**config.mk**
```make
export PLATFORM = sky130hd
export DESIGN_NAME = os_irq_presenter
export DESIGN_NICKNAME = d
export VERILOG_FILES = /design/src/rtl/os_irq_pkg.sv /design/src/rtl/os_irq_page_decode.sv /design/src/rtl/os_irq_pend_buf.sv /design/src/rtl/os_irq_prio_enc.sv /design/src/rtl/os_irq_presenter.sv
export SDC_FILE = /design/constraint.sdc
export NUM_CORES = 1
export LEC_CHECK = 0
export ABC_AREA = 1
export BUFFER_PORTS_ARGS = -buffer_cell sky130_fd_sc_hd__clkbuf_2
export CORE_MARGIN = 3
export CORE_UTILIZATION = 52
export CTS_BUF_LIST = sky130_fd_sc_hd__clkbuf_2
export DETAILED_ROUTE_END_ITERATION = 16
export GPL_TIMING_DRIVEN = 0
export PLACE_DENSITY = 0.79
export SYNTH_ARGS = -nofsm -noshare
export SYNTH_HDL_FRONTEND = slang
export SYNTH_HIERARCHICAL = 1
export SYNTH_SLANG_ARGS = --single-unit
```
**constraint.sdc**
```tcl
create_clock -name clk_i -period 2.1 [get_ports clk_i]
set_clock_uncertainty 0.05 [all_clocks]
set_input_delay 0.21 -clock clk_i [delete_from_list [all_inputs] [get_ports clk_i]]
set_output_delay 0.21 -clock clk_i [all_outputs]
set_load 0.05 [all_outputs]
```
**src/rtl/os_irq_pkg.sv**
```systemverilog
package os_irq_pkg;
  localparam int unsigned NPRIO    = 8;
  localparam int unsigned PRIO_W   = $clog2(NPRIO);
  localparam int unsigned REG_W    = 8;
  localparam int unsigned SEL_W    = 3;
  localparam int unsigned EO_BIT   = 7;
  localparam logic [REG_W-1:0] PRIO_NONE = '1;

  typedef enum logic [1:0] {
    PG_PHYS = 2'b00,
    PG_HYP  = 2'b01,
    PG_OS   = 2'b10,
    PG_USER = 2'b11
  } page_e;

  typedef enum logic [SEL_W-1:0] {
    SEL_NSR  = 3'd0,
    SEL_CPPR = 3'd1,
    SEL_IPB  = 3'd2,
    SEL_PIPR = 3'd3,
    SEL_ACK  = 3'd4
  } sel_e;
endpackage

```
**src/rtl/os_irq_page_decode.sv**
```systemverilog
module os_irq_page_decode
  import os_irq_pkg::*;
(
  input  logic             valid_i,
  input  logic             write_i,
  input  logic [1:0]       page_i,
  input  logic [SEL_W-1:0] sel_i,
  output logic             cppr_wr_o,
  output logic             ack_o,
  output logic             rd_o,
  output logic             rd_vis_o
);
  logic os_pg, ro_pg;

  always_comb begin
    os_pg     = (page_i == PG_OS);
    ro_pg     = (page_i == PG_PHYS) || (page_i == PG_HYP);
    cppr_wr_o = valid_i && write_i && os_pg && (sel_i == SEL_CPPR);
    ack_o     = valid_i && !write_i && os_pg && (sel_i == SEL_ACK);
    rd_o      = valid_i && !write_i;
    // plain register view: selects 0..3 on OS or privileged read-only pages
    rd_vis_o  = (os_pg || ro_pg) && (sel_i <= SEL_PIPR);
  end
endmodule

```
**src/rtl/os_irq_pend_buf.sv**
```systemverilog
module os_irq_pend_buf
  import os_irq_pkg::*;
(
  input  logic              clk_i,
  input  logic              rst_ni,
  input  logic              set_i,
  input  logic [PRIO_W-1:0] set_prio_i,
  input  logic              clr_i,
  input  logic [PRIO_W-1:0] clr_prio_i,
  output logic [NPRIO-1:0]  ipb_o
);
  logic [NPRIO-1:0] ipb_q, ipb_d;

  always_comb begin
    ipb_d = ipb_q;
    for (int i = 0; i < NPRIO; i++) begin
      if (clr_i && (clr_prio_i == PRIO_W'(i))) ipb_d[i] = 1'b0;
      if (set_i && (set_prio_i == PRIO_W'(i))) ipb_d[i] = 1'b1;
    end
  end

  always_ff @(posedge clk_i or negedge rst_ni) begin
    if (!rst_ni) ipb_q <= '0;
    else         ipb_q <= ipb_d;
  end

  assign ipb_o = ipb_q;
endmodule

```
**src/rtl/os_irq_prio_enc.sv**
```systemverilog
module os_irq_prio_enc
  import os_irq_pkg::*;
(
  input  logic [NPRIO-1:0] ipb_i,
  output logic [REG_W-1:0] pipr_o
);
  logic [NPRIO:0]   hit;
  logic [REG_W-1:0] val [NPRIO+1];

  assign hit[NPRIO] = 1'b0;
  assign val[NPRIO] = PRIO_NONE;

  // chain from least favoured to most favoured; lower index overrides
  for (genvar g = NPRIO - 1; g >= 0; g--) begin : g_chain
    assign hit[g] = ipb_i[g] | hit[g+1];
    assign val[g] = ipb_i[g] ? REG_W'(g) : val[g+1];
  end

  assign pipr_o = val[0];
endmodule

```
**src/rtl/os_irq_presenter.sv**
```systemverilog
module os_irq_presenter
  import os_irq_pkg::*;
(
  input  logic              clk_i,
  input  logic              rst_ni,
  input  logic              notify_i,
  input  logic [2:0]        notify_prio_i,
  input  logic              acc_valid_i,
  input  logic              acc_write_i,
  input  logic [1:0]        acc_page_i,
  input  logic [2:0]        acc_sel_i,
  input  logic [7:0]        acc_wdata_i,
  output logic [15:0]       rdata_o,
  output logic              irq_o
);
  logic             cppr_wr, ack_req, rd_req, rd_vis, ack_fire;
  logic [NPRIO-1:0] ipb_q;
  logic [REG_W-1:0] pipr, cppr_q, nsr;
  logic             eo_q;
  logic [15:0]      rdata_q, rd_val;

  os_irq_page_decode u_dec (
    .valid_i  (acc_valid_i),
    .write_i  (acc_write_i),
    .page_i   (acc_page_i),
    .sel_i    (acc_sel_i),
    .cppr_wr_o(cppr_wr),
    .ack_o    (ack_req),
    .rd_o     (rd_req),
    .rd_vis_o (rd_vis)
  );

  assign ack_fire = ack_req && eo_q;

  os_irq_pend_buf u_ipb (
    .clk_i     (clk_i),
    .rst_ni    (rst_ni),
    .set_i     (notify_i),
    .set_prio_i(notify_prio_i),
    .clr_i     (ack_fire),
    .clr_prio_i(pipr[PRIO_W-1:0]),
    .ipb_o     (ipb_q)
  );

  os_irq_prio_enc u_enc (
    .ipb_i (ipb_q),
    .pipr_o(pipr)
  );

  always_comb begin
    nsr         = '0;
    nsr[EO_BIT] = eo_q;
  end

  always_ff @(posedge clk_i or negedge rst_ni) begin
    if (!rst_ni) begin
      cppr_q <= '0;
      eo_q   <= 1'b0;
    end else begin
      if (ack_fire)     cppr_q <= pipr;
      else if (cppr_wr) cppr_q <= acc_wdata_i;
      eo_q <= ack_fire ? 1'b0 : (pipr < cppr_q);
    end
  end

  always_comb begin
    rd_val = '0;
    if (ack_req) begin
      rd_val = {nsr, pipr};
    end else if (rd_vis) begin
      unique case (acc_sel_i)
        SEL_NSR:  rd_val = {8'h00, nsr};
        SEL_CPPR: rd_val = {8'h00, cppr_q};
        SEL_IPB:  rd_val = {8'h00, ipb_q};
        SEL_PIPR: rd_val = {8'h00, pipr};
        default:  rd_val = '0;
      endcase
    end
  end

  always_ff @(posedge clk_i or negedge rst_ni) begin
    if (!rst_ni)     rdata_q <= '0;
    else if (rd_req) rdata_q <= rd_val;
  end

  assign rdata_o = rdata_q;
  assign irq_o   = eo_q;
endmodule

```
== Yosys cells after proc, flatten, opt, wreduce, memory -nomap -nowiden ==
Cells that the tools add are included.

* $lt $le $gt $ge: 2
* Mux-type cells: 30
* Equality and inequality tests: 20
* Reduce and logical (&&, ||, !) cells: 40

{| class="wikitable"
|+ Operator list
! cell !! number
|-
| 2-to-1 mux 8 bit || 11
|-
| case mux 8 bit (4 select lines) || 1
|-
| == test 3 bit (second input constant) || 9
|-
| logical AND 1 bit || 24
|-
| == test 3 x 2 -> 1 bit (second input constant) || 6
|-
| nonzero test 2 bit || 9
|-
| 2-to-1 mux 1 bit || 17
|-
| 2-to-1 mux 16 bit || 1
|-
| == test 3 x 1 -> 1 bit (second input constant) || 3
|-
| zero test 3 bit || 3
|-
| less-than comparator 8 bit || 1
|-
| <= comparator 3 x 2 -> 1 bit (second input constant) || 1
|-
| == test 2 x 1 -> 1 bit (second input constant) || 1
|-
| == test 2 bit (second input constant) || 1
|-
| zero test 2 bit || 1
|-
| logical OR 1 bit || 2
|-
| zero test 1 bit || 1
|}

* Input bits: 21
* Output and inout bits: 17
* Register bits: 33
* Word-level logic and storage cells: 103

== Longest topological paths before layout ==
Gate-level depths: netlist of the first run.

* Depth after elaboration: 12
* Mapped depth: 13
* Gate-level depth less buffers: 13

== Modules after synthesis ==
The synthesis of the first run kept the hierarchy.

{| class="wikitable"
|+ Modules (own cells, without submodules)
! module !! times used !! area each (µm²) !! cells an instance
|-
| os_irq_presenter || 1 || 1331.3 || 171
|-
| os_irq_pend_buf || 1 || 407.9 || 61
|-
| os_irq_prio_enc || 1 || 125.1 || 21
|-
| os_irq_page_decode || 1 || 60.1 || 15
|}

== Worst setup path before layout of the first run ==
OpenSTA, ideal clock, no wires.

* Path type: flip-flop to flip-flop
* Start: reg u_ipb.ipb_q[0], in the netlist u_ipb/ipb_o[0]
* End: reg eo_q, in the netlist irq_o
* Setup time: 71 ps
* Path slack: 134 ps
* Clock period less this slack: 1966 ps
* Data arrival time: 1845 ps
* Stages on the path, launching flop included: 10
* Path buffers: 1
* Cells stage by stage: dfrtp_1 -> or2_4 -> nor2_4 -> and3_1 -> buf_4 -> ha_1 -> a21oi_1 -> o21a_1 -> nand2_1 -> nor2_1

* Longest elaborated chain between the ends: 3

{| class="wikitable"
|+ Ends and longest elaborated chain
! item !! RTL line !! RTL
|-
| start: declaration || os_irq_pend_buf.sv:12 || <nowiki>logic [NPRIO-1:0] ipb_q, ipb_d;</nowiki>
|-
| start signal: assignment || os_irq_pend_buf.sv:24 || <nowiki>else ipb_q <= ipb_d;</nowiki>
|-
| 2-to-1 mux 8 bit || os_irq_prio_enc.sv:16 || <nowiki>assign val[g] = ipb_i[g] ? REG_W'(g) : val[g+1];</nowiki>
|-
| named net pipr[2] || os_irq_presenter.sv:18 || <nowiki>logic [REG_W-1:0] pipr, cppr_q, nsr;</nowiki>
|-
| less-than comparator 8 bit || os_irq_presenter.sv:62 || <nowiki>eo_q <= ack_fire ? 1'b0 : (pipr < cppr_q);</nowiki>
|-
| 2-to-1 mux 1 bit || os_irq_presenter.sv:62 ||
|-
| end signal: assignment || os_irq_presenter.sv:62 ||
|-
| end: declaration || os_irq_presenter.sv:19 || <nowiki>logic eo_q;</nowiki>
|}

The timed path passes the listed nets, and every way through them passes these cells.
A chain may end at the register's enable or synchronous reset.

== Worst setup path after layout of the first run ==
* Start: reg u_ipb.ipb_q[1], in the netlist u_ipb/ipb_o[1]
* End: reg eo_q, in the netlist irq_o

* Longest elaborated chain between the ends: 4

{| class="wikitable"
|+ Ends and longest elaborated chain
! item !! RTL line
|-
| 2-to-1 mux 8 bit (2 in a row) || os_irq_prio_enc.sv:16
|-
| named net pipr[2] || os_irq_presenter.sv:18
|-
| less-than comparator 8 bit || os_irq_presenter.sv:62
|-
| 2-to-1 mux 1 bit || os_irq_presenter.sv:62
|}

The timed path passes the listed nets, and every way through them passes these cells.

==> run metrics, run 1 <==
drt pass-1 iters=4; core area=3440 um^2; Synth area leader=dfrtp_1; Area Overhead vs Synth=14.8%; CP endpoint kind=flip-flop; most common cell after layout, fill and taps aside=nand2_1; Tmin final=1980 ps; #FFs+latches synth=26; Max Cap Viol=0; via count=1,788; Starting Density=55.9%; first-pass GRT wire length=6.91 mm; Leak=1.19 nW; design area=2210 um^2; Slew Viols, Final=0; later-pin clock latency in the skew report=340 ps; Syn Area/Cell=7.18 um^2; Slew Limit Headroom=57.0%; GR Util All Layers=19.9%; NumNets Final=341; CTS Sinks=26; actual slew at the worst max-slew pin=645 ps; port buffer count=30; Fillers=344; Arr. time, crit path=2230 ps; Die Span X=66.8 um; status=complete, no violations; CTS H-tree lvls=1; grt total ovfl=0; DRT iter0 DRCs=106; residual DRC count=0; layout cells sized above 1=25.1%; top post-synthesis cells by area=dfrtp_1 34%, nand2_1 15%, nand3_1 6.2%; Worst-path clk slew=240 ps; # setup viols final=0; fmax=506 MHz; mean routed wirelength per cell=11.3 um; final hold viol count=0; PwrDens=557 nW/um^2; Die Area=4470 um^2; Gate Count Post-Synth=268; sequential area share after synthesis=33.8%; Util after Layout=64.2%; Setup TNS=0 ps; synthesized cell area=1920 um^2; HP Class=input port to flip-flop; io pins=38; drt total wl=4.02 mm; post-synth top area share=33.8%; Setup CP Type=flip-flop to flip-flop; clock tree buffer depth=2; Routability Congestion=0.847; Finished Layout Cells=357; most frequent cells in the layout=77 x nand2_1, 33 x clkbuf_2, 28 x inv_1; placed insts=350; detailed-placement wirelength estimate=3.11 mm; CP Launch Type=flip-flop; Tcrit/Tclk final=94.1%; DP Worst Slack=-161 ps; vias per inst=5.01; antenna viol nets, final=0; hold_ws=41.9 ps; die extent in y=66.8 um; Critical Path RT=2350 ps; Power, Total=1.23 mW; largest net degree at the start of global routing=27; initial antenna violation count=0; CTS tree=built; Root Driver=clkbuf_2; total CTS buffers=3; final setup margin=123 ps; Unique masters post-synth=30; Worst VDD drop=0.248 mV; # diodes=0; Crit Path Max Fanout=8; Placed Instance Area=2150 um^2; synth warn=6; Rows=21; number of global-route vias before repair=1,592
critical path, cell delays in order, from the launching register on:
cell	delay, ps
dfrtp_1	460
or2_4	260
nor2_4	120
and3_4	250
buf_4	150
ha_1	240
a21oi_1	160
o21a_1	130
nand2_1	50
nor2_1	80
cells in the mapped netlist:
| cell | number |
|---|---|
| o21ai_0 | 2 |
| or2_4 | 1 |
| nand4_1 | 9 |
| and3_1 | 1 |
| nor2_1 | 24 |
| buf_4 | 12 |
| nor2_4 | 3 |
| inv_2 | 4 |
| o211ai_2 | 8 |
| or2_1 | 1 |
| a21oi_1 | 22 |
| conb_1 | 1 |
| nor3_1 | 1 |
| nand2_1 | 77 |
| nand3_1 | 24 |
| o21ai_1 | 1 |
| buf_2 | 4 |
| nand2_4 | 1 |
| clkbuf_1 | 1 |
| nor2_2 | 1 |
| clkinv_1 | 1 |
| ha_1 | 7 |
| dfrtp_1 | 26 |
| nand2_8 | 1 |
| o21a_1 | 1 |
| buf_6 | 2 |
| inv_1 | 28 |
| inv_4 | 2 |
| nor3_4 | 1 |
| o21bai_1 | 1 |
timing repair:
action | CTS | global route
gates resized for setup | 3 | 0
gates cloned | 0 | 0
hold buffers | 1 | 0
pin swaps | 1 | 0
endpoints found under the setup margin | 1 | 1
buffers inserted | 1 | 2
endpoints found under the hold margin | 26 | 0
area by class of cell:
cell class | instances | area, um^2 | area share [%]
sequential | 26 | 651 | 29.4
timing repair buffer | 34 | 183 | 8.27
multi-input combinational | 194 | 1030 | 46.7
tap | 46 | 57.6 | 2.60
clock buffer | 3 | 15.0 | 0.680
buffer | 19 | 136 | 6.17
inverter | 35 | 136 | 6.17
sequential cells by signal (all words and copies together) (netlist names):
| register | flops |
|---|---|
| cppr_q | 8 |
| u_ipb/ipb_o | 8 |
| rdata_o | 9 |
| irq_o | 1 |
path summary, 6_finish.rpt:
kind	slack (ps)	cells after the start	endpoint	startpoint
setup / recovery	120	9	irq_o$_DFF_PN0_	u_ipb/ipb_o[1]$_DFFE_PN0P_
hold / removal	40	3	cppr_q[4]$_DFFE_PN0P_	acc_wdata_i[4]
setup reg to reg	120	9	irq_o$_DFF_PN0_	u_ipb/ipb_o[1]$_DFFE_PN0P_
hold reg to reg	480	2	rdata_o[15]$_DFFE_PN0P_	rdata_o[15]$_DFFE_PN0P_
max in group asynchronous	1260	2	u_ipb/ipb_o[2]$_DFFE_PN0P_	rst_ni
min in group asynchronous	320	2	rdata_o[15]$_DFFE_PN0P_	rst_ni
power breakdown:
part	internal (mW)	switching, mW	total, mW
Clock	0.0389	0.141	0.180
Combinational	0.151	0.280	0.431
Sequential	0.574	0.0451	0.619
metal layers:
| layer | part of all wire, % | track usage [%] |
|---|---|---|
| met2 | 46 | 33.0 |
| met1 | 50 | 27.4 |
| met4 | 0.77 | 6.09 |
| met3 | 4.2 | 1.52 |
| met5 | 0 | 0 |
cell families after synthesis:
logic type	share of synthesized area, %
adder cells (fa/ha/maj)	4.55
AO/OA/AOI/OAI	12.5
AND/OR/NAND/NOR	34.8
other	0.195
flip-flops	33.8
buffers and inverters	14.2
(Power assumes the default switching activity.)
==> run 2: changes to the inputs <==
--- a/config.mk
+++ b/config.mk
@@ -8,11 +8,11 @@
 export ABC_AREA = 1
 export BUFFER_PORTS_ARGS = -buffer_cell sky130_fd_sc_hd__clkbuf_2
 export CORE_MARGIN = 3
-export CORE_UTILIZATION = 52
+export CORE_UTILIZATION = 45
 export CTS_BUF_LIST = sky130_fd_sc_hd__clkbuf_2
 export DETAILED_ROUTE_END_ITERATION = 16
 export GPL_TIMING_DRIVEN = 0
-export PLACE_DENSITY = 0.79
+export PLACE_DENSITY = 0.7
 export SYNTH_ARGS = -nofsm -noshare
 export SYNTH_HDL_FRONTEND = slang
 export SYNTH_HIERARCHICAL = 1
==> run 2 against run 1 <==
Core utilization decreased by 7.1 points. Critical path depth stayed put. Hold slack lost 38 ps. Critical endpoint unchanged. Highest routed layer unchanged.
==> run metrics, run 2 (synthesis results as in run 1) <==
DRT iter0 DRCs=121 (+14%); Crit Path Max Fanout=7 (-1); initial antenna violation count=0 (unchanged); Leak=1.23 nW (+3.9%); Setup TNS=0 ps (unchanged); DP Worst Slack=-171 ps (-10.2 ps); storage element area=651 um^2 (unchanged); Placed Instance Area=2160 um^2 (+0.23%); most common cell after layout, fill and taps aside=nand2_1; NumNets Final=351 (+2.9%); CTS tree=built; first-pass GRT wire length=7.60 mm (+10%); GR Util All Layers=18.4% (-1.4 points); CP Launch Type=flip-flop; clock tree buffer depth=2 (unchanged); Critical Path RT=2380 ps (+30 ps); Rows=23 (+9.5%); via count=1,867 (+4.4%); final hold viol count=0 (unchanged); Die Area=5100 um^2 (+14%); Die Span X=71.4 um (+6.8%); Worst-path clk slew=270 ps (+30 ps); actual slew at the worst max-slew pin=669 ps (+24.8 ps); Slew Viols, Final=0 (unchanged); Area Overhead vs Synth=20.3%; Worst VDD drop=0.228 mV (-7.7%); detailed-placement wirelength estimate=3.39 mm (+9.3%); GRT met2 Usage=31.1% (-1.9 points); worst reg2reg path endpoint=irq_o$_DFF_PN0_; # setup viols final=0 (unchanged); residual DRC count=0 (unchanged); CP endpoint=irq_o$_DFF_PN0_; port buffer count=30 (unchanged); RSZ-0062 raised after global routing=no; met1 Use GR=24.2% (-3.2 points); largest net degree at the start of global routing=27 (unchanged); CTS H-tree lvls=1 (unchanged); CTS Sinks=26 (unchanged); Worst R2R Start=u_ipb/ipb_o[0]$_DFFE_PN0P_; Global Route met3 Usage=2.66% (+1.1 points); Root Driver=clkbuf_2; drt total wl=4.51 mm (+12%); # diodes=0 (unchanged); Arr. time, crit path=2250 ps (+20 ps); io pins=38 (unchanged); CP endpoint kind=flip-flop; design area=2310 um^2 (+4.8%); die extent in y=71.4 um (+6.8%); grt total ovfl=0 (unchanged); antenna viol nets, final=0 (unchanged); Tmin final=1960 ps (-13.6 ps); final setup margin=136 ps (+13.6 ps); core area=4060 um^2 (+18%); max reg flops=9 (unchanged); drt pass-1 iters=4 (unchanged); Routability Congestion=0.790 (-6.7%); mean routed wirelength per cell=12.1 um (+7.7%); Multi-input gate area=1030 um^2 (+0.36%); Max Cap Viol=0 (unchanged); fmax=509 MHz (+0.69%); Tcrit/Tclk final=93.5% (-0.65 points); number of global-route vias before repair=1,740 (+9.3%); Power, Total=1.27 mW (+3.1%); Util after Layout=57.0% (-7.1 points); most frequent cells in the layout=77 x nand2_1, 33 x clkbuf_2, 28 x inv_1; later-pin clock latency in the skew report=370 ps (+30 ps); Setup CP Type=flip-flop to flip-flop; flop-to-flop setup slack=140 ps (about the same); status=complete, no violations; Slew Limit Headroom=55.4% (-1.7 points); total CTS buffers=3 (unchanged); Starting Density=47.4% (-8.5 points); crit path from=u_ipb/ipb_o[0]$_DFFE_PN0P_; Fillers=441 (+28%); PwrDens=548 nW/um^2 (-1.6%); Worst Reg-to-Reg Cells=9 (unchanged); layout cells sized above 1=25.5% (+0.39 points); HP Class=input port to flip-flop; busiest grt layer=met2; vias per inst=5.02 (+0.21%)
[run 2: timing repair]
action                                 in CTS  in global routing
hold buffers                                2                  6
setup endpoints to repair                   1                  1
setup buffers                               1                  5
gates resized for setup                     2                  2
endpoints found under the hold margin      27                  6
pin swaps                                   2                  1
[run 2: critical path, stage by stage, from the launching register on]
cell and delay, ps:
dfrtp_1 460, or2_4 280, nor2_4 130, and3_4 240
buf_4 150, ha_1 240, a21oi_1 150, o21a_1 130
nand2_1 50, nor2_1 90
[run 2: through the flow]
stage	std cells	hold WS, ps
2_1_floorplan	274	-136
3_3_place_gp	354	229
3_5_place_dp	354	228
4_1_cts	361	2.57
5_1_grt	372	15.6
6_report	372	4.15
[run 2: where the power goes]
part	leakage [nW]	internal [mW]	switching (mW)
clock network	0.0140	0.0413	0.154
logic	0.935	0.164	0.286
registers	0.284	0.574	0.0492
[run 2: how the worst min path moves through the flow]
stage | startpoint | slack, ps | cells past startpoint | end
after CTS | acc_wdata_i[5] | 3 | 3 | cppr_q[5]$_DFFE_PN0P_
final | acc_wdata_i[3] | 4 | 3 | cppr_q[3]$_DFFE_PN0P_
after global placement | rst_ni | 230 | 1 | cppr_q[7]$_DFFE_PN0P_
after global routing | acc_wdata_i[3] | 20 | 3 | cppr_q[3]$_DFFE_PN0P_
after floorplan | rst_ni | -140 | 0 | cppr_q[0]$_DFFE_PN0P_
after detailed placement | rst_ni | 230 | 1 | cppr_q[7]$_DFFE_PN0P_
[run 2: per-layer routing]
layer	vias up	part of all wire [%]
met4	0	0.71
met1	861	45
met2	48	49
met3	4	5.1
li1	954	-
met5	-	0
[run 2: layout make-up]
cell class | count | area share [%]
flip-flops and latches | 26 | 28.1
clock buffers | 3 | 0.649
repair buffers | 44 | 11.9
plain buffers | 19 | 5.89
multi-input cells | 194 | 44.7
inverters | 35 | 5.89
well taps | 50 | 2.70
clock inverters | 1 | 0.162
